===== config.mk =====
export PLATFORM = sky130hd
export DESIGN_NAME = kbd_cmd_seq
export DESIGN_NICKNAME = d
export VERILOG_FILES = /design/src/rtl/kbd_seq_pkg.sv /design/src/rtl/kbd_rx_class.sv /design/src/rtl/kbd_req_arb.sv /design/src/rtl/kbd_wait_timer.sv /design/src/rtl/kbd_cmd_seq.sv
export SDC_FILE = /design/constraint.sdc
export NUM_CORES = 1
export LEC_CHECK = 0
export ABC_AREA = 1
export BUFFER_PORTS_ARGS = -buffer_cell sky130_fd_sc_hd__buf_2
export CAP_MARGIN = 10
export CORE_MARGIN = 4
export CORE_UTILIZATION = 50
export DETAILED_ROUTE_END_ITERATION = 10
export PLACE_DENSITY = 0.87
export SETUP_SLACK_MARGIN = 0.05
export SLEW_MARGIN = 5
export SYNTH_ARGS = -nofsm -noshare
export SYNTH_HDL_FRONTEND = slang
export SYNTH_SLANG_ARGS = --single-unit

===== constraint.sdc =====
create_clock -name clk_i -period 1.7 [get_ports clk_i]
set_clock_uncertainty 0.1 [all_clocks]
set_input_delay 0.17 -clock clk_i [delete_from_list [all_inputs] [get_ports clk_i]]
set_output_delay 0.17 -clock clk_i [all_outputs]
set_load 0.05 [all_outputs]

===== src/rtl/kbd_seq_pkg.sv =====
package kbd_seq_pkg;

  localparam int N_CMD = 4;

  // index doubles as priority: lower wins
  typedef enum logic [1:0] {
    CMD_RESET    = 2'd0,
    CMD_LEDS     = 2'd1,
    CMD_ENABLE   = 2'd2,
    CMD_DEFAULTS = 2'd3
  } kbd_cmd_e;

  typedef enum logic [1:0] {
    ST_IDLE,
    ST_SEND,
    ST_WAIT_ACK,
    ST_WAIT_BAT
  } seq_state_e;

  typedef enum logic [2:0] {
    RX_ACK,
    RX_RESEND,
    RX_BAT,
    RX_OVF,
    RX_OTHER
  } rx_class_e;

  localparam logic [7:0] KB_ACK    = 8'hFA;
  localparam logic [7:0] KB_RESEND = 8'hFE;
  localparam logic [7:0] KB_BAT_OK = 8'hAA;
  localparam logic [7:0] KB_OVF    = 8'h00;

  function automatic logic [7:0] cmd_opcode(kbd_cmd_e c);
    case (c)
      CMD_RESET:  return 8'hFF;
      CMD_LEDS:   return 8'hED;
      CMD_ENABLE: return 8'hF4;
      default:    return 8'hF6;
    endcase
  endfunction

endpackage


===== src/rtl/kbd_rx_class.sv =====
module kbd_rx_class
  import kbd_seq_pkg::*;
(
  input  logic [7:0] data_i,
  output rx_class_e  class_o
);

  always_comb begin
    case (data_i)
      KB_ACK:    class_o = RX_ACK;
      KB_RESEND: class_o = RX_RESEND;
      KB_BAT_OK: class_o = RX_BAT;
      KB_OVF:    class_o = RX_OVF;
      default:   class_o = RX_OTHER;
    endcase
  end

endmodule


===== src/rtl/kbd_req_arb.sv =====
module kbd_req_arb #(
  parameter int N = 4
) (
  input  logic                 clk_i,
  input  logic                 rst_ni,
  input  logic [N-1:0]         req_i,
  input  logic                 take_i,
  output logic                 any_o,
  output logic [$clog2(N)-1:0] gnt_idx_o
);

  localparam int IW = $clog2(N);

  logic [N-1:0] pend_q;
  logic [N-1:0] gnt_oh;

  always_comb begin
    gnt_oh    = '0;
    gnt_idx_o = '0;
    for (int i = N - 1; i >= 0; i--) begin
      if (pend_q[i]) begin
        gnt_oh    = '0;
        gnt_oh[i] = 1'b1;
        gnt_idx_o = IW'(i);
      end
    end
  end

  assign any_o = |pend_q;

  for (genvar g = 0; g < N; g++) begin : g_pend
    always_ff @(posedge clk_i or negedge rst_ni) begin
      if (!rst_ni) pend_q[g] <= 1'b0;
      else         pend_q[g] <= (pend_q[g] & ~(take_i & gnt_oh[g])) | req_i[g];
    end

    // a request stays pending until it is granted
    assert_pend_keep_R9: assert property (@(posedge clk_i) disable iff (!rst_ni)
      (pend_q[g] && !(take_i && gnt_oh[g])) |=> pend_q[g]);
  end

endmodule


===== src/rtl/kbd_wait_timer.sv =====
module kbd_wait_timer #(
  parameter int LIMIT = 50000
) (
  input  logic clk_i,
  input  logic rst_ni,
  input  logic run_i,
  input  logic restart_i,
  output logic expired_o
);

  localparam int CW = $clog2(LIMIT + 1);

  logic [CW-1:0] cnt_q;

  assign expired_o = run_i && (cnt_q == CW'(LIMIT - 1));

  always_ff @(posedge clk_i or negedge rst_ni) begin
    if (!rst_ni)                 cnt_q <= '0;
    else if (!run_i || restart_i) cnt_q <= '0;
    else if (!expired_o)          cnt_q <= cnt_q + 1'b1;
  end

  assert_cnt_bound_R6: assert property (@(posedge clk_i) disable iff (!rst_ni)
    cnt_q < CW'(LIMIT));

endmodule


===== src/rtl/kbd_cmd_seq.sv =====
module kbd_cmd_seq
  import kbd_seq_pkg::*;
#(
  parameter int TIMEOUT_CYC = 50000,
  parameter int MAX_RESEND  = 3
) (
  input  logic       clk_i,
  input  logic       rst_ni,
  input  logic       req_reset_i,
  input  logic       req_leds_i,
  input  logic       req_enable_i,
  input  logic       req_defaults_i,
  input  logic [2:0] leds_i,
  output logic [7:0] tx_data_o,
  output logic       tx_valid_o,
  input  logic       tx_ready_i,
  input  logic [7:0] rx_data_i,
  input  logic       rx_valid_i,
  output logic [7:0] scan_data_o,
  output logic       scan_valid_o,
  output logic       overflow_o,
  input  logic       overflow_clr_i,
  output logic       busy_o,
  output logic       done_o,
  output logic       error_o
);

  localparam int RW = $clog2(MAX_RESEND + 1);
  localparam int IW = $clog2(N_CMD);

  seq_state_e    state_q, state_d;
  kbd_cmd_e      cmd_q, cmd_d;
  logic          idx_q, idx_d;
  logic [RW-1:0] retry_q, retry_d;
  logic [2:0]    leds_q, leds_d;
  logic          done_d, err_d;
  logic          done_q, err_q;
  logic          ovf_q;
  logic [7:0]    scan_q;
  logic          scan_v_q;

  logic          any_req;
  logic [IW-1:0] gnt_idx;
  logic          take;
  rx_class_e     rx_cls;
  logic          waiting;
  logic          tmo;

  kbd_req_arb #(.N(N_CMD)) u_arb (
    .clk_i     (clk_i),
    .rst_ni    (rst_ni),
    .req_i     ({req_defaults_i, req_enable_i, req_leds_i, req_reset_i}),
    .take_i    (take),
    .any_o     (any_req),
    .gnt_idx_o (gnt_idx)
  );

  kbd_rx_class u_cls (
    .data_i  (rx_data_i),
    .class_o (rx_cls)
  );

  assign waiting = (state_q == ST_WAIT_ACK) || (state_q == ST_WAIT_BAT);

  kbd_wait_timer #(.LIMIT(TIMEOUT_CYC)) u_tmr (
    .clk_i     (clk_i),
    .rst_ni    (rst_ni),
    .run_i     (waiting),
    .restart_i (state_d != state_q),
    .expired_o (tmo)
  );

  assign take       = (state_q == ST_IDLE) && any_req;
  assign tx_valid_o = (state_q == ST_SEND);
  assign tx_data_o  = idx_q ? {5'b0, leds_q} : cmd_opcode(cmd_q);
  assign busy_o     = (state_q != ST_IDLE);
  assign done_o     = done_q;
  assign error_o    = err_q;
  assign overflow_o = ovf_q;
  assign scan_data_o  = scan_q;
  assign scan_valid_o = scan_v_q;

  always_comb begin
    state_d = state_q;
    cmd_d   = cmd_q;
    idx_d   = idx_q;
    retry_d = retry_q;
    leds_d  = leds_q;
    done_d  = 1'b0;
    err_d   = 1'b0;
    case (state_q)
      ST_IDLE: begin
        if (any_req) begin
          cmd_d   = kbd_cmd_e'(gnt_idx);
          idx_d   = 1'b0;
          retry_d = '0;
          if (kbd_cmd_e'(gnt_idx) == CMD_LEDS) leds_d = leds_i;
          state_d = ST_SEND;
        end
      end
      ST_SEND: begin
        if (tx_ready_i) state_d = ST_WAIT_ACK;
      end
      ST_WAIT_ACK: begin
        if (rx_valid_i && rx_cls == RX_ACK) begin
          if (cmd_q == CMD_LEDS && !idx_q) begin
            idx_d   = 1'b1;
            retry_d = '0;
            state_d = ST_SEND;
          end else if (cmd_q == CMD_RESET) begin
            state_d = ST_WAIT_BAT;
          end else begin
            state_d = ST_IDLE;
            done_d  = 1'b1;
          end
        end else if (rx_valid_i && rx_cls == RX_RESEND) begin
          if (retry_q == RW'(MAX_RESEND)) begin
            state_d = ST_IDLE;
            err_d   = 1'b1;
          end else begin
            retry_d = retry_q + 1'b1;
            state_d = ST_SEND;
          end
        end else if (tmo) begin
          state_d = ST_IDLE;
          err_d   = 1'b1;
        end
      end
      ST_WAIT_BAT: begin
        if (rx_valid_i) begin
          state_d = ST_IDLE;
          if (rx_cls == RX_BAT) done_d = 1'b1;
          else                  err_d  = 1'b1;
        end else if (tmo) begin
          state_d = ST_IDLE;
          err_d   = 1'b1;
        end
      end
      default: state_d = ST_IDLE;
    endcase
  end

  always_ff @(posedge clk_i or negedge rst_ni) begin
    if (!rst_ni) begin
      state_q <= ST_IDLE;
      cmd_q   <= CMD_RESET;
      idx_q   <= 1'b0;
      retry_q <= '0;
      leds_q  <= '0;
      done_q  <= 1'b0;
      err_q   <= 1'b0;
    end else begin
      state_q <= state_d;
      cmd_q   <= cmd_d;
      idx_q   <= idx_d;
      retry_q <= retry_d;
      leds_q  <= leds_d;
      done_q  <= done_d;
      err_q   <= err_d;
    end
  end

  // key-data stream and overflow flag
  always_ff @(posedge clk_i or negedge rst_ni) begin
    if (!rst_ni) begin
      ovf_q    <= 1'b0;
      scan_q   <= '0;
      scan_v_q <= 1'b0;
    end else begin
      ovf_q    <= (ovf_q & ~overflow_clr_i) | (rx_valid_i && rx_cls == RX_OVF);
      scan_v_q <= rx_valid_i && (state_q == ST_IDLE) && (rx_cls != RX_OVF);
      if (rx_valid_i) scan_q <= rx_data_i;
    end
  end

  assert_tx_hold_R3: assert property (@(posedge clk_i) disable iff (!rst_ni)
    (tx_valid_o && !tx_ready_i) |=> (tx_valid_o && $stable(tx_data_o)));

  assert_ack_gate_R3: assert property (@(posedge clk_i) disable iff (!rst_ni)
    (state_q == ST_WAIT_ACK && !rx_valid_i) |=> !tx_valid_o);

  assert_retry_bound_R4: assert property (@(posedge clk_i) disable iff (!rst_ni)
    retry_q <= RW'(MAX_RESEND));

  assert_scan_quiet_R7: assert property (@(posedge clk_i) disable iff (!rst_ni)
    (busy_o && rx_valid_i) |=> !scan_valid_o);

  assert_no_zero_scan_R8: assert property (@(posedge clk_i) disable iff (!rst_ni)
    scan_valid_o |-> (scan_data_o != 8'h00));

  assert_ovf_sticky_R8: assert property (@(posedge clk_i) disable iff (!rst_ni)
    (overflow_o && !overflow_clr_i) |=> overflow_o);

  assert_done_err_excl_R10: assert property (@(posedge clk_i) disable iff (!rst_ni)
    !(done_o && error_o));

  assert_end_idle_R10: assert property (@(posedge clk_i) disable iff (!rst_ni)
    (done_o || error_o) |-> (!busy_o && $past(busy_o)));

endmodule


== Yosys cells after proc, flatten, opt, wreduce, memory -nomap -nowiden ==
Index checks and enable logic that the tools add are counted.

* Bits in latches: 0
* Word-level logic and storage cells: 128
* Output and inout port bits: 22
* Memories kept: 0
* ROM bits: 0
* RAM bits: 0
* Flip-flop bits (word level): 42

* Equality and inequality tests: 23
* Add/sub/neg operators: 2
* Multiplexer cells: 46
* Divide/modulo/power cells: 0
* Reduce and logical (&&, ||, !) cells: 23
* Bitwise logic cells: 19
* Shift operators: 0
* $lt $le $gt $ge: 0
* Multiply operators: 0

{| class="wikitable"
|+ Operators by type and width
! cell !! number
|-
| 2-bit two-way mux || 17
|-
| 16-bit two-way mux || 2
|-
| 8-bit equality test, second input constant || 3
|-
| 16-bit by 1-bit adder with 16-bit output, second input constant || 1
|-
| 16-bit equality test, second input constant || 1
|-
| 4-bit two-way mux || 4
|-
| 1-bit two-way mux || 15
|-
| 5-bit one-hot mux with 3 select lines || 1
|-
| 3-bit one-hot mux with 4 select lines || 1
|-
| 1-bit bitwise AND || 9
|-
| 2-bit equality test, second input constant || 4
|-
| 1-bit logical AND || 8
|-
| 8-bit logical NOT || 1
|-
| 8-bit two-way mux || 1
|-
| 2-bit one-hot mux with 4 select lines || 1
|-
| 2-bit by 1-bit equality test with 1-bit output, second input constant || 3
|-
| 3-bit by 2-bit equality test with 1-bit output, second input constant || 2
|-
| 2-bit by 1-bit inequality test with 1-bit output, second input constant || 3
|-
| 3-bit by 2-bit inequality test with 1-bit output, second input constant || 2
|-
| 1-bit one-hot mux with 2 select lines || 3
|-
| 1-bit inverter || 5
|-
| 1-bit bitwise OR || 5
|-
| 5-bit AND reduction || 1
|-
| 2-bit logical NOT || 2
|-
| 15 further kinds || 18
|}

== Logic depth before layout (Yosys ltp) ==
Gate-level depths: netlist of the first run.

* Depth after elaboration: 10
* Mapped depth: 13
* Depth with buffers taken out: 12

== Modules after synthesis ==
Synthesis of the first run repeated with hierarchy kept, for this count alone.

* Cell total of the unflattened synthesis: 354
* Area, all modules: 2541.2 sq um

{| class="wikitable"
|+ Modules (own cells, without submodules)
! module !! times used !! area an instance (sq um) !! cells each
|-
| kbd_cmd_seq || 1 || 1232.4 || 152
|-
| kbd_wait_timer || 1 || 997.2 || 150
|-
| kbd_req_arb || 1 || 187.7 || 22
|-
| kbd_rx_class || 1 || 123.9 || 30
|}

== Worst setup path after synthesis of the first run ==
No wires, ideal clock.

* Path type: reg2out
* Start point: register cmd_q[0]
* End point: output tx_data_o[1]
* Data arrival time: 1761 ps
* Cell stages (with the launch flop): 4
* Buffers on the path: 0
* Setup slack: -331 ps
* Data required time: 1430 ps
* Cells stage by stage: dfrtp_1 > inv_1 > ha_1 > o21ai_0

* Longest elaborated chain between the ends: 3

{| class="wikitable"
|+ RTL lines
! element !! line !! RTL
|-
| from (decl) || kbd_cmd_seq.sv:32 || <nowiki>kbd_cmd_e cmd_q, cmd_d;</nowiki>
|-
| from (signal assigned) || kbd_cmd_seq.sv:154 || <nowiki>cmd_q <= cmd_d;</nowiki>
|-
| 2-bit equality test (tied with other cells) || kbd_seq_pkg.sv:34 || <nowiki>case (c)</nowiki>
|-
| 5-bit one-hot mux with 3 select lines (*) || kbd_seq_pkg.sv:34 ||
|-
| 8-bit two-way mux (*) || kbd_cmd_seq.sv:75 || <nowiki>assign tx_data_o = idx_q ? {5'b0, leds_q} : cmd_opcode(cmd_q);</nowiki>
|-
| to (decl) || kbd_cmd_seq.sv:14 || <nowiki>output logic [7:0] tx_data_o,</nowiki>
|}

Every way passes the cells marked *; elsewhere a longest branch is shown, timed or not.

== Final worst setup path of the first run ==
* Start point: register u_tmr.cnt_q[10]
* End point: register u_tmr.cnt_q[13]

* Longest elaborated chain between the ends: 9

{| class="wikitable"
|+ RTL lines
! element !! line !! RTL
|-
| from (decl) || kbd_wait_timer.sv:13 || <nowiki>logic [CW-1:0] cnt_q;</nowiki>
|-
| from (signal assigned) || kbd_wait_timer.sv:20 || <nowiki>else if (!expired_o) cnt_q <= cnt_q + 1'b1;</nowiki>
|-
| 16-bit equality test || kbd_wait_timer.sv:15 || <nowiki>assign expired_o = run_i && (cnt_q == CW'(LIMIT - 1));</nowiki>
|-
| 1-bit logical AND || kbd_wait_timer.sv:15 ||
|-
| 2-bit two-way mux || kbd_cmd_seq.sv:124, kbd_cmd_seq.sv:134 ||
|-
| 2-bit two-way mux || kbd_cmd_seq.sv:116 || <nowiki>end else if (rx_valid_i && rx_cls == RX_RESEND) begin</nowiki>
|-
| 2-bit two-way mux || kbd_cmd_seq.sv:105 || <nowiki>if (rx_valid_i && rx_cls == RX_ACK) begin</nowiki>
|-
| 2-bit one-hot mux with 4 select lines || kbd_cmd_seq.sv:91 || <nowiki>case (state_q)</nowiki>
|-
| 2-bit inequality test || kbd_cmd_seq.sv:69 || <nowiki>.restart_i (state_d != state_q),</nowiki>
|-
| 1-bit logical OR || kbd_wait_timer.sv:19 || <nowiki>else if (!run_i || restart_i) cnt_q <= '0;</nowiki>
|-
| 2-bit by 1-bit inequality test with 1-bit output (no line) or 16-bit two-way mux (tied branches) || n/a ||
|}

Several ways; a longest one is shown, not always the timed one. The select of a mux whose other input is x is not followed.
A chain may end at the register's enable or synchronous reset.

==> run_results.csv, run 1 <==
group,metric,value,unit
critical_path,setup.worst_path.end_class,"register",
critical_path,worst_path_max_delay_cell,"dfrtp_1",
synthesis,seq_area_frac_synth,45.1,%
grt,overflow,0,
route,detail-route-antenna-nets,0,
power,pwr_density_cell,1070,nW/µm²
synthesis,synth.distinct_cells,34,
critical_path,cp_common_cell,"nand2_2",
critical_path,crit_family,"simple AND/OR/NAND/NOR gates",
layout,layout_common_cells,"69 x nand2_1, 40 x dfrtp_1, 35 x buf_2, 35 x buf_4, 26 x inv_1",
critical_path,cp_data_arrival_time,1970,ps
critical_path,startpoint_type,"register",
power,p_leak,1.60,nW
synthesis,netlist_top_cells_area,"dfrtp_1 45%, nand2_1 13%, nor2_4 5.3%, nor2_1 5.0%, inv_1 4.8%",
critical_path,path_class,"register to register",
route,routed_wl,7930,µm
status,outcome,"finished with violations",
synthesis,ys_seq_elements,42,
synthesis,ys.warnings.count,0,
die,coreArea,4440,µm²
synthesis,syn-num-nets,316,
route,firstDrtPassIters,5,
critical_path,crit_start,"u_tmr.cnt_q[10]",
sta,slew_viol_final,0,
synthesis,syn-instance-count,291,
status,violations,"setup timing",
placement,dp_cells,404,
layout,nets,409,
clock_tree,numCtsBuffers,5,
critical_path,worstReg2RegStart,"u_tmr.cnt_q[10]",
power,total_power,3.69,mW
layout,fillerInstances,240,
grt,grt_max_degree,25,
flow_run,drv_cap,0,
sta,hold_viol,0,
route,dr.first_iter.drc_count,231,
die,die-area,5820,µm²
layout,synthToLayoutAreaGrowth,47.5,%
critical_path,worstPathRequired,1840,ps
synthesis,synth_top_cell_by_area,"dfrtp_1",
route,avgRoutedWirePerCell,18.1,µm
worst_hold_path,holdCritPathClass,"input port to register",
synthesis,avgSynthCellArea,8.01,µm²
clock_tree,cts_num_sinks,42,
sta,slew_headroom,68.6,%
route,vias,2537,
clock_tree,clock_path_buffers,2,
layout,layout.cells.non_filler,437,
power,vdd_drop_max,0.961,mV
sta,fmax,546,MHz
clock_tree,h-tree-depth,2,
clock_tree,clkTransAtPathRegs,100,ps
placement,io_buffers,41,
placement,place.gp.congestion,0.904,
sta,finalCritPeriodShare,108,%
sta,worstMarginPinSlew,471,ps
clock_tree,cts_tree,"built",
sta,fin_crit,1830,ps
grt,grt_pass1_vias,2378,
clock_tree,clk_latency,310,ps
critical_path,cpPeakStageDelay,420,ps
clock_tree,root_buffer,"clkbuf_8",
sta,setup_violations,16,
critical_path,worstPathCellList,"nor2_2, nand2_2, nor2_4, nand3_4, nand3_2, nand2_1, nand2_2, nand2_2, nand2_4, nand2_8, nor2_4",
grt,antenna_found_initial,0,
layout,fin_util,77.3,%
route,viasPerCell,5.81,
critical_path,cp_num_buf_inv,0,
grt,grt_pass1_wl,10900,µm
layout,diodes,0,
grt,track_usage,23.3,%
sta,rsz0062_at_grt,"yes",
die,num_rows,24,
critical_path,critPathMaxFanout,8,
die,die_y,76.3,µm
route,post-route-drc-count,0,
placement,dp_hpwl,4050,µm
layout,layout-drive-gt1-share,44.2,%
synthesis,synth_top_area_share,45.1,%
sta,fin_ws,-133,ps
layout,mostFrequentLayoutCell,"nand2_1",
die,die_w,76.3,µm
synthesis,synth_area,2330,µm²
die,ios,42,
die,initial_core_util,52.4,%
worst_hold_path,worstHoldStart,"rx_data_i[1]",
## power breakdown
group          internal, mW  total [mW]  switching (mW)
clock                 0.289       0.673           0.384
combinational         0.585        1.75            1.17
sequential             1.14        1.27           0.133
total                  2.01        3.69            1.68
## state kept, by name (all words and copies together), names as in the netlist
name	cells
state_q	2
scan_data_o	8
leds_q	3
error_o	1
cmd_q	2
u_tmr.cnt_q	16
idx_q	1
overflow_o	1
u_arb.pend_q	4
done_o	1
scan_valid_o	1
retry_q	2
## through the flow
step | setup TNS [ps] | hold WS, ps | setup WS, ps | cell area, µm²
floorplan | 0 | -226 | 43.5 | 2370
global placement | -403 | 39.8 | -37.9 | 2800
detailed placement | -1590 | 46.6 | -136 | 2800
CTS | 0 | 1.89 | 26.2 | 3230
global route | -2680 | -2.59 | -204 | 3440
finish | -1500 | 6.80 | -133 | 3440
## tightest hold or removal path, delay by kind of cell
family | cells | cell delay, ps
buffers and inverters | 1 | 100
and+or+nand+nor | 2 | 120
## per-layer routing
layer | part of all wire, % | track usage [%] | vias to the layer above
met5 | 0 | 0 | -
met4 | 6.0 | 9.24 | 0
met3 | 7.1 | 3.31 | 58
met2 | 51 | 43.2 | 151
met1 | 36 | 26.8 | 1228
li1 | - | - | 1100
## area by class of cell
type / instances / area [µm²] / area share [%]
clock buffers: 5 / 68.8 / 2.00
clock inverters: 3 / 21.3 / 0.619
inverters: 38 / 149 / 4.33
multi-input cells: 207 / 1420 / 41.2
flip-flops and latches: 42 / 1050 / 30.7
well taps: 52 / 65.1 / 1.89
repair buffers: 90 / 662 / 19.3
## cells in the mapped netlist
cell      number
nand2_1       82
dfrtp_1       42
nor2_1        31
inv_1         30
nand3_1       19
o21ai_0       13
nor2_4        11
inv_2          7
xor2_1         6
ha_1           5
nand4_1        5
nor3_1         4
o21bai_1       3
or2_2          3
xnor2_1        3
a21o_1         2
a21oi_1        2
buf_4          2
clkbuf_1       2
nor2_2         2
o211ai_1       2
o22ai_1        2
or2_1          2
a21boi_0       1
a31oi_1        1
and2_1         1
buf_8          1
clkinv_1       1
nand2_2        1
nand2_4        1
nand3_2        1
nand3_4        1
nor3b_1        1
nor4_1         1
## logic make-up (layout without fill, tap and decap cells)
kind of cell	Yosys count	after routing	synth area share (%)
compound gates	26	26	6.61
xor+xnor	9	9	3.38
fa+ha+maj	5	5	2.69
buf+inv	43	136	7.73
flops	42	42	45.1
simple gates	166	167	34.5
## final timing paths
path | endpoint | slack (ps) | cells after the start
worst min register to register | scan_data_o[1] | 370 | 2
worst max-delay path | u_tmr.cnt_q[13] | -130 | 11
worst min-delay path | scan_data_o[1] | 7 | 3
worst max register to register | u_tmr.cnt_q[13] | -130 | 11
min in group asynchronous | overflow_o | 270 | 2
max in group asynchronous | u_tmr.cnt_q[9] | 720 | 3
## what timing repair did
action                                  CTS  global route
hold buffers                             11             0
setup buffers                             8             5
pin swaps                                12            13
gates resized for setup                  37            49
endpoints found under the setup margin   22            32
endpoints found under the hold margin    28             0
cloned                                    1             0
No activity file was read; power rests on OpenSTA's default activity.
==> run 2: changes to the inputs <==
Settings changed: PLACE_DENSITY 0.87 to 0.76.
==> run 2 against run 1 <==
- worst hold slack better by 6.8 ps
- non-clock buffer count up 4
- highest routed layer unchanged
- power up 2.7%
- first-iteration DRC count down 0.43%
- final cell count up 0.92%
- via count down 8.6%
- combinational power about the same
- clock power up 22%
- clock-buffer cell count unchanged
- the run still ends with setup timing left
- critical path depth down 1
==> run_results.csv, run 2 (synthesized netlist as in run 1, its figures left out) <==
group,metric,value,unit
sta,setup_tns,-1020,ps
power,total_power,3.79,mW
grt,track_usage,22.2,%
layout,nets,413,
placement,place.gp.congestion,0.781,
power,comb_power_share,45.8,%
status,outcome,"finished with violations",
layout,multi_input_area,1440,µm²
layout,fin_util,79.3,%
route,detail-route-antenna-nets,0,
placement,dp_cells,410,
clock_tree,cts_num_sinks,42,
grt,grt_max_degree,25,
layout,diodes,0,
power,swShare,42.4,%
sta,setup_violations,16,
power,pwr-share-seq,32.6,%
sta,fmax,562,MHz
die,initial_core_util,52.4,%
placement,io_buffers,41,
die,die_y,76.3,µm
power,p_leak,1.65,nW
clock_tree,root_buffer,"clkbuf_8",
die,coreArea,4440,µm²
clock_tree,numCtsBuffers,5,
status,violations,"setup timing",
power,pwr_density_cell,1080,nW/µm²
clock_tree,cts_tree,"built",
clock_tree,h-tree-depth,2,
sta,slew_headroom,69.8,%
critical_path,critPathMaxFanout,8,
die,ios,42,
route,firstDrtPassIters,4,
critical_path,setup.worst_path.end_class,"register",
grt,grt_pass1_vias,2276,
layout,layout_common_cells,"67 x nand2_1, 41 x dfrtp_1, 38 x buf_4, 35 x buf_2, 27 x inv_1",
route,dr.first_iter.drc_count,230,
critical_path,startpoint_type,"register",
route,routed_wl,6740,µm
clock_tree,clkTransAtPathRegs,90,ps
die,die_w,76.3,µm
sta,fin_ws,-80.9,ps
sta,worstMarginPinSlew,453,ps
layout,fillerInstances,251,
critical_path,cp_data_arrival_time,1880,ps
layout,layout.cells.non_filler,441,
layout,largest_register_ffs,16,
sta,slew_viol_final,0,
critical_path,worst_path_max_delay_cell,"dfrtp_1",
layout,synthToLayoutAreaGrowth,51.2,%
layout,top_register,"u_tmr.cnt_q",
power,power.net_switching,1.61,mW
route,vias,2319,
worst_hold_path,holdCritPathClass,"input port to register",
power,power.share.clock,21.6,%
route,viasPerCell,5.26,
sta,hold_viol,0,
power,p_int,2.18,mW
sta,finalCritPeriodShare,105,%
critical_path,cpPeakStageDelay,380,ps
layout,seq_area,1050,µm²
die,die-area,5820,µm²
grt,antenna_found_initial,0,
layout,mostFrequentLayoutCell,"nand2_1",
critical_path,worstPathCellList,"ha_2, nand3_4, nor3b_2, nand2_1, nand3_2, nand2_2, nand3_4, nand2_8, nand2_8, nor2_4",
critical_path,cp_num_buf_inv,0,
power,vdd_drop_max,0.998,mV
die,num_rows,24,
layout,layout-drive-gt1-share,44.5,%
critical_path,crit_family,"simple AND/OR/NAND/NOR gates",
clock_tree,clk_latency,310,ps
critical_path,worstPathRequired,1790,ps
grt,grt_pass1_wl,10400,µm
sta,rsz0062_at_grt,"yes",
grt,overflow,0,
sta,fin_crit,1780,ps
sta,hold_ws,13.6,ps
flow_run,drv_cap,0,
route,post-route-drc-count,0,
clock_tree,clock_path_buffers,2,
critical_path,path_class,"register to register",
route,avgRoutedWirePerCell,15.3,µm
placement,dp_hpwl,3840,µm
run 2: repair_timing:
| item | CTS | global route |
|---|---|---|
| hold endpoints to repair | 28 | 0 |
| pin swaps | 18 | 26 |
| endpoints found under the setup margin | 22 | 28 |
| setup buffers | 5 | 6 |
| gates cloned | 1 | 0 |
| hold buffers | 11 | 0 |
| gates resized for setup | 34 | 55 |
run 2: final timing paths:
kind                                start        endpoint  slack (ps)  depth (start not counted)
max                        u_tmr.cnt_q[1]  u_tmr.cnt_q[9]         -80                         10
min                          rx_data_i[4]  scan_data_o[4]          10                          3
min in group asynchronous          rst_ni       leds_q[0]         240                          2
max reg2reg                u_tmr.cnt_q[1]  u_tmr.cnt_q[9]         -80                         10
min reg2reg                scan_data_o[1]  scan_data_o[1]         380                          2
max in group asynchronous          rst_ni  u_tmr.cnt_q[8]         760                          3
run 2: area by class of cell:
| class | count | share of cell area (%) |
|---|---|---|
| clock buffer | 5 | 1.95 |
| clock inverter | 3 | 1.28 |
| inverter | 38 | 4.23 |
| multi-input combinational | 207 | 41.0 |
| sequential | 42 | 29.9 |
| tap | 52 | 1.85 |
| timing repair buffer | 94 | 19.9 |
run 2: power groups by stage:
stage / clock (mW) / sequential, mW / combinational (mW)
final: 0.819 / 1.24 / 1.74
after global routing: 0.879 / 1.26 / 1.85
after global placement: 0 / 1.23 / 1.21
after CTS: 0.815 / 1.22 / 1.44
after detailed placement: 0 / 1.24 / 1.23
after floorplan: 0 / 1.34 / 0.785
run 2: per-layer routing:
layer  global-route usage, %  share of wire, %  up-vias  wire length, µm
li1                        -                 -     1112                -
met1                    26.8                38     1103             2560
met2                    38.8                54       75             3610
met3                    4.61               4.0       29              272
met4                    8.51               4.5        0              300
met5                       0                 0        -                0
run 2: stage by stage:
stage,worst slack (ps),cell area (µm²)
after floorplan,43.5,2370
after global placement,-43.2,2840
after detailed placement,-100,2840
after CTS,-0.867,3250
after global routing,-173,3520
final,-80.9,3520
run 2: worst reg2reg max path, cell delays in order, from the launching register on:
cell and delay (ps):
dfrtp_1 380, ha_2 220, nand3_4 100, nor3b_2 200
nand2_1 100, nand3_2 90, nand2_2 80, nand3_4 100
nand2_8 90, nand2_8 160, nor2_4 50
==> run 3: changes to the inputs <==
Settings changed: SKIP_CTS_REPAIR_TIMING set to 1.
==> run 3 against run 2 <==
- the flow finishes with violations (hold timing, setup timing)
- maximum frequency is essentially flat
- power shrank 0.94%
- register-to-register slack is essentially flat
- utilization shrank 2.3 points
- combinational power shrank 2%
- routed wire length shrank 8.9%
- final cell count shrank 0.91%
- global-route usage shrank 3.2 points
- die area is the same
- first-iteration DRC count shrank 17%
- non-clock buffer count shrank 4
- sequential power is essentially flat
- critical path type unchanged
- critical endpoint is now u_tmr.cnt_q[13]
==> run_results.csv, run 3 (synthesized netlist as in run 1, its figures left out) <==
group,metric,value,unit
route,dr.first_iter.drc_count,190,
grt,antenna_found_initial,0,
status,violations,"hold timing, setup timing",
die,ios,42,
power,total_power,3.76,mW
sta,fmax,561,MHz
placement,place_area,2840,µm²
critical_path,regToRegEndpoint,"u_tmr.cnt_q[13]",
sta,rsz0062_at_grt,"yes",
sta,slew_viol_final,0,
route,viasPerCell,5.12,
layout,layout-drive-gt1-share,42.9,%
layout,diodes,0,
sta,hold_viol,2,
layout,layout.cells.non_filler,437,
clock_tree,clkTransAtPathRegs,90,ps
route,avgRoutedWirePerCell,14.1,µm
die,die-area,5820,µm²
route,detail-route-antenna-nets,0,
sta,hold_ws,-10.6,ps
power,p_leak,1.60,nW
status,outcome,"finished with violations",
grt,track_usage,19.0,%
grt,grt_max_degree,25,
layout,fin_util,76.9,%
critical_path,critPathMaxFanout,8,
critical_path,worstReg2RegStart,"u_tmr.cnt_q[7]",
critical_path,path_class,"register to register",
flow_run,drv_cap,0,
critical_path,worstPathRequired,1840,ps
clock_tree,root_buffer,"clkbuf_8",
die,die_w,76.3,µm
grt,grt_pass1_vias,2105,
route,post-route-drc-count,0,
worst_hold_path,whs_path_depth,3,
worst_hold_path,worstHoldStart,"rx_data_i[5]",
sta,setup_tns,-832,ps
layout,layout_common_cells,"71 x nand2_1, 41 x dfrtp_1, 39 x buf_4, 35 x buf_2, 27 x inv_1",
grt,overflow,0,
critical_path,setup.worst_path.end_class,"register",
clock_tree,h-tree-depth,2,
sta,fin_ws,-82.6,ps
critical_path,r2r_slack,-80,ps
sta,finalCritPeriodShare,105,%
power,vdd_drop_max,1.12,mV
layout,synthToLayoutAreaGrowth,46.7,%
die,num_rows,24,
power,pwr_density_cell,1100,nW/µm²
sta,setup_violations,16,
die,initial_core_util,52.4,%
clock_tree,clock_path_buffers,2,
layout,fillerInstances,272,
critical_path,cp_data_arrival_time,1920,ps
placement,dp_hpwl,3840,µm
placement,place.gp.congestion,0.781,
sta,fin_crit,1780,ps
critical_path,startpoint_type,"register",
layout,largest_register_ffs,16,
worst_hold_path,holdPathEnd,"scan_data_o[5]",
clock_tree,cts_tree,"built",
sta,slew_headroom,70.1,%
route,firstDrtPassIters,5,
placement,dp_cells,410,
critical_path,rr_worst_depth,11,
layout,mostFrequentLayoutCell,"nand2_1",
sta,worstMarginPinSlew,449,ps
worst_hold_path,holdCritPathClass,"input port to register",
grt,grt_pass1_wl,9060,µm
route,routed_wl,6140,µm
layout,final_area,3420,µm²
route,vias,2239,
clock_tree,cts_num_sinks,42,
clock_tree,numCtsBuffers,5,
placement,io_buffers,41,
clock_tree,clk_latency,300,ps
die,coreArea,4440,µm²
die,die_y,76.3,µm
layout,nets,409,
layout,top_register,"u_tmr.cnt_q",
[run 3: per-layer routing]
| metal | vias up | track usage, % | wire, µm |
|---|---|---|---|
| met5 | - | 0 | 0 |
| met4 | 0 | 6.52 | 141 |
| met3 | 17 | 4.26 | 229 |
| met2 | 59 | 32.6 | 3270 |
| met1 | 1065 | 23.5 | 2500 |
| li1 | 1098 | - | - |
[run 3: cell type report]
type | count | area, µm² | share of cell area [%]
timing repair buffer | 90 | 653 | 19.1
clock inverter | 3 | 45.0 | 1.32
tap | 52 | 65.1 | 1.90
inverter | 38 | 148 | 4.32
multi-input combinational | 207 | 1390 | 40.6
clock buffer | 5 | 68.8 | 2.01
sequential | 42 | 1050 | 30.8
[run 3: worst max path at each step]
stage          cells after the start  slack (ps)               to       startpoint
2_1_floorplan                     12          40   u_tmr.cnt_q[7]   u_tmr.cnt_q[0]
3_3_place_gp                      10         -40   u_tmr.cnt_q[2]   u_tmr.cnt_q[1]
3_5_place_dp                      11        -100   u_tmr.cnt_q[0]  u_tmr.cnt_q[12]
4_1_cts                           11        -120   u_tmr.cnt_q[0]  u_tmr.cnt_q[12]
5_1_grt                           12        -150  u_tmr.cnt_q[12]   u_tmr.cnt_q[6]
6_report                          11         -80  u_tmr.cnt_q[13]   u_tmr.cnt_q[7]
[run 3: worst max-delay path: stages (launching register included)]
cell	delay (ps)
dfrtp_1	410
nor2_2	140
nand2_1	120
nor2_4	150
nand3_4	120
nand3_2	90
nand2_2	60
nand2_2	100
nand2_4	70
nand2_8	100
nand2_8	120
nor2_4	120
[run 3: stage by stage]
step                setup WS [ps]  hold slack [ps]
global route                 -151            -2.87
floorplan                    43.5             -226
CTS                          -119             -283
detailed placement           -100             44.6
global placement            -43.2             42.4
finish                      -82.6            -10.6
[run 3: power by group]
group / leakage, nW / internal, mW / switching, mW
Combinational: 1.01 / 0.597 / 1.11
Clock: 0.0504 / 0.437 / 0.376
Sequential: 0.540 / 1.13 / 0.105
Total: 1.60 / 2.17 / 1.59
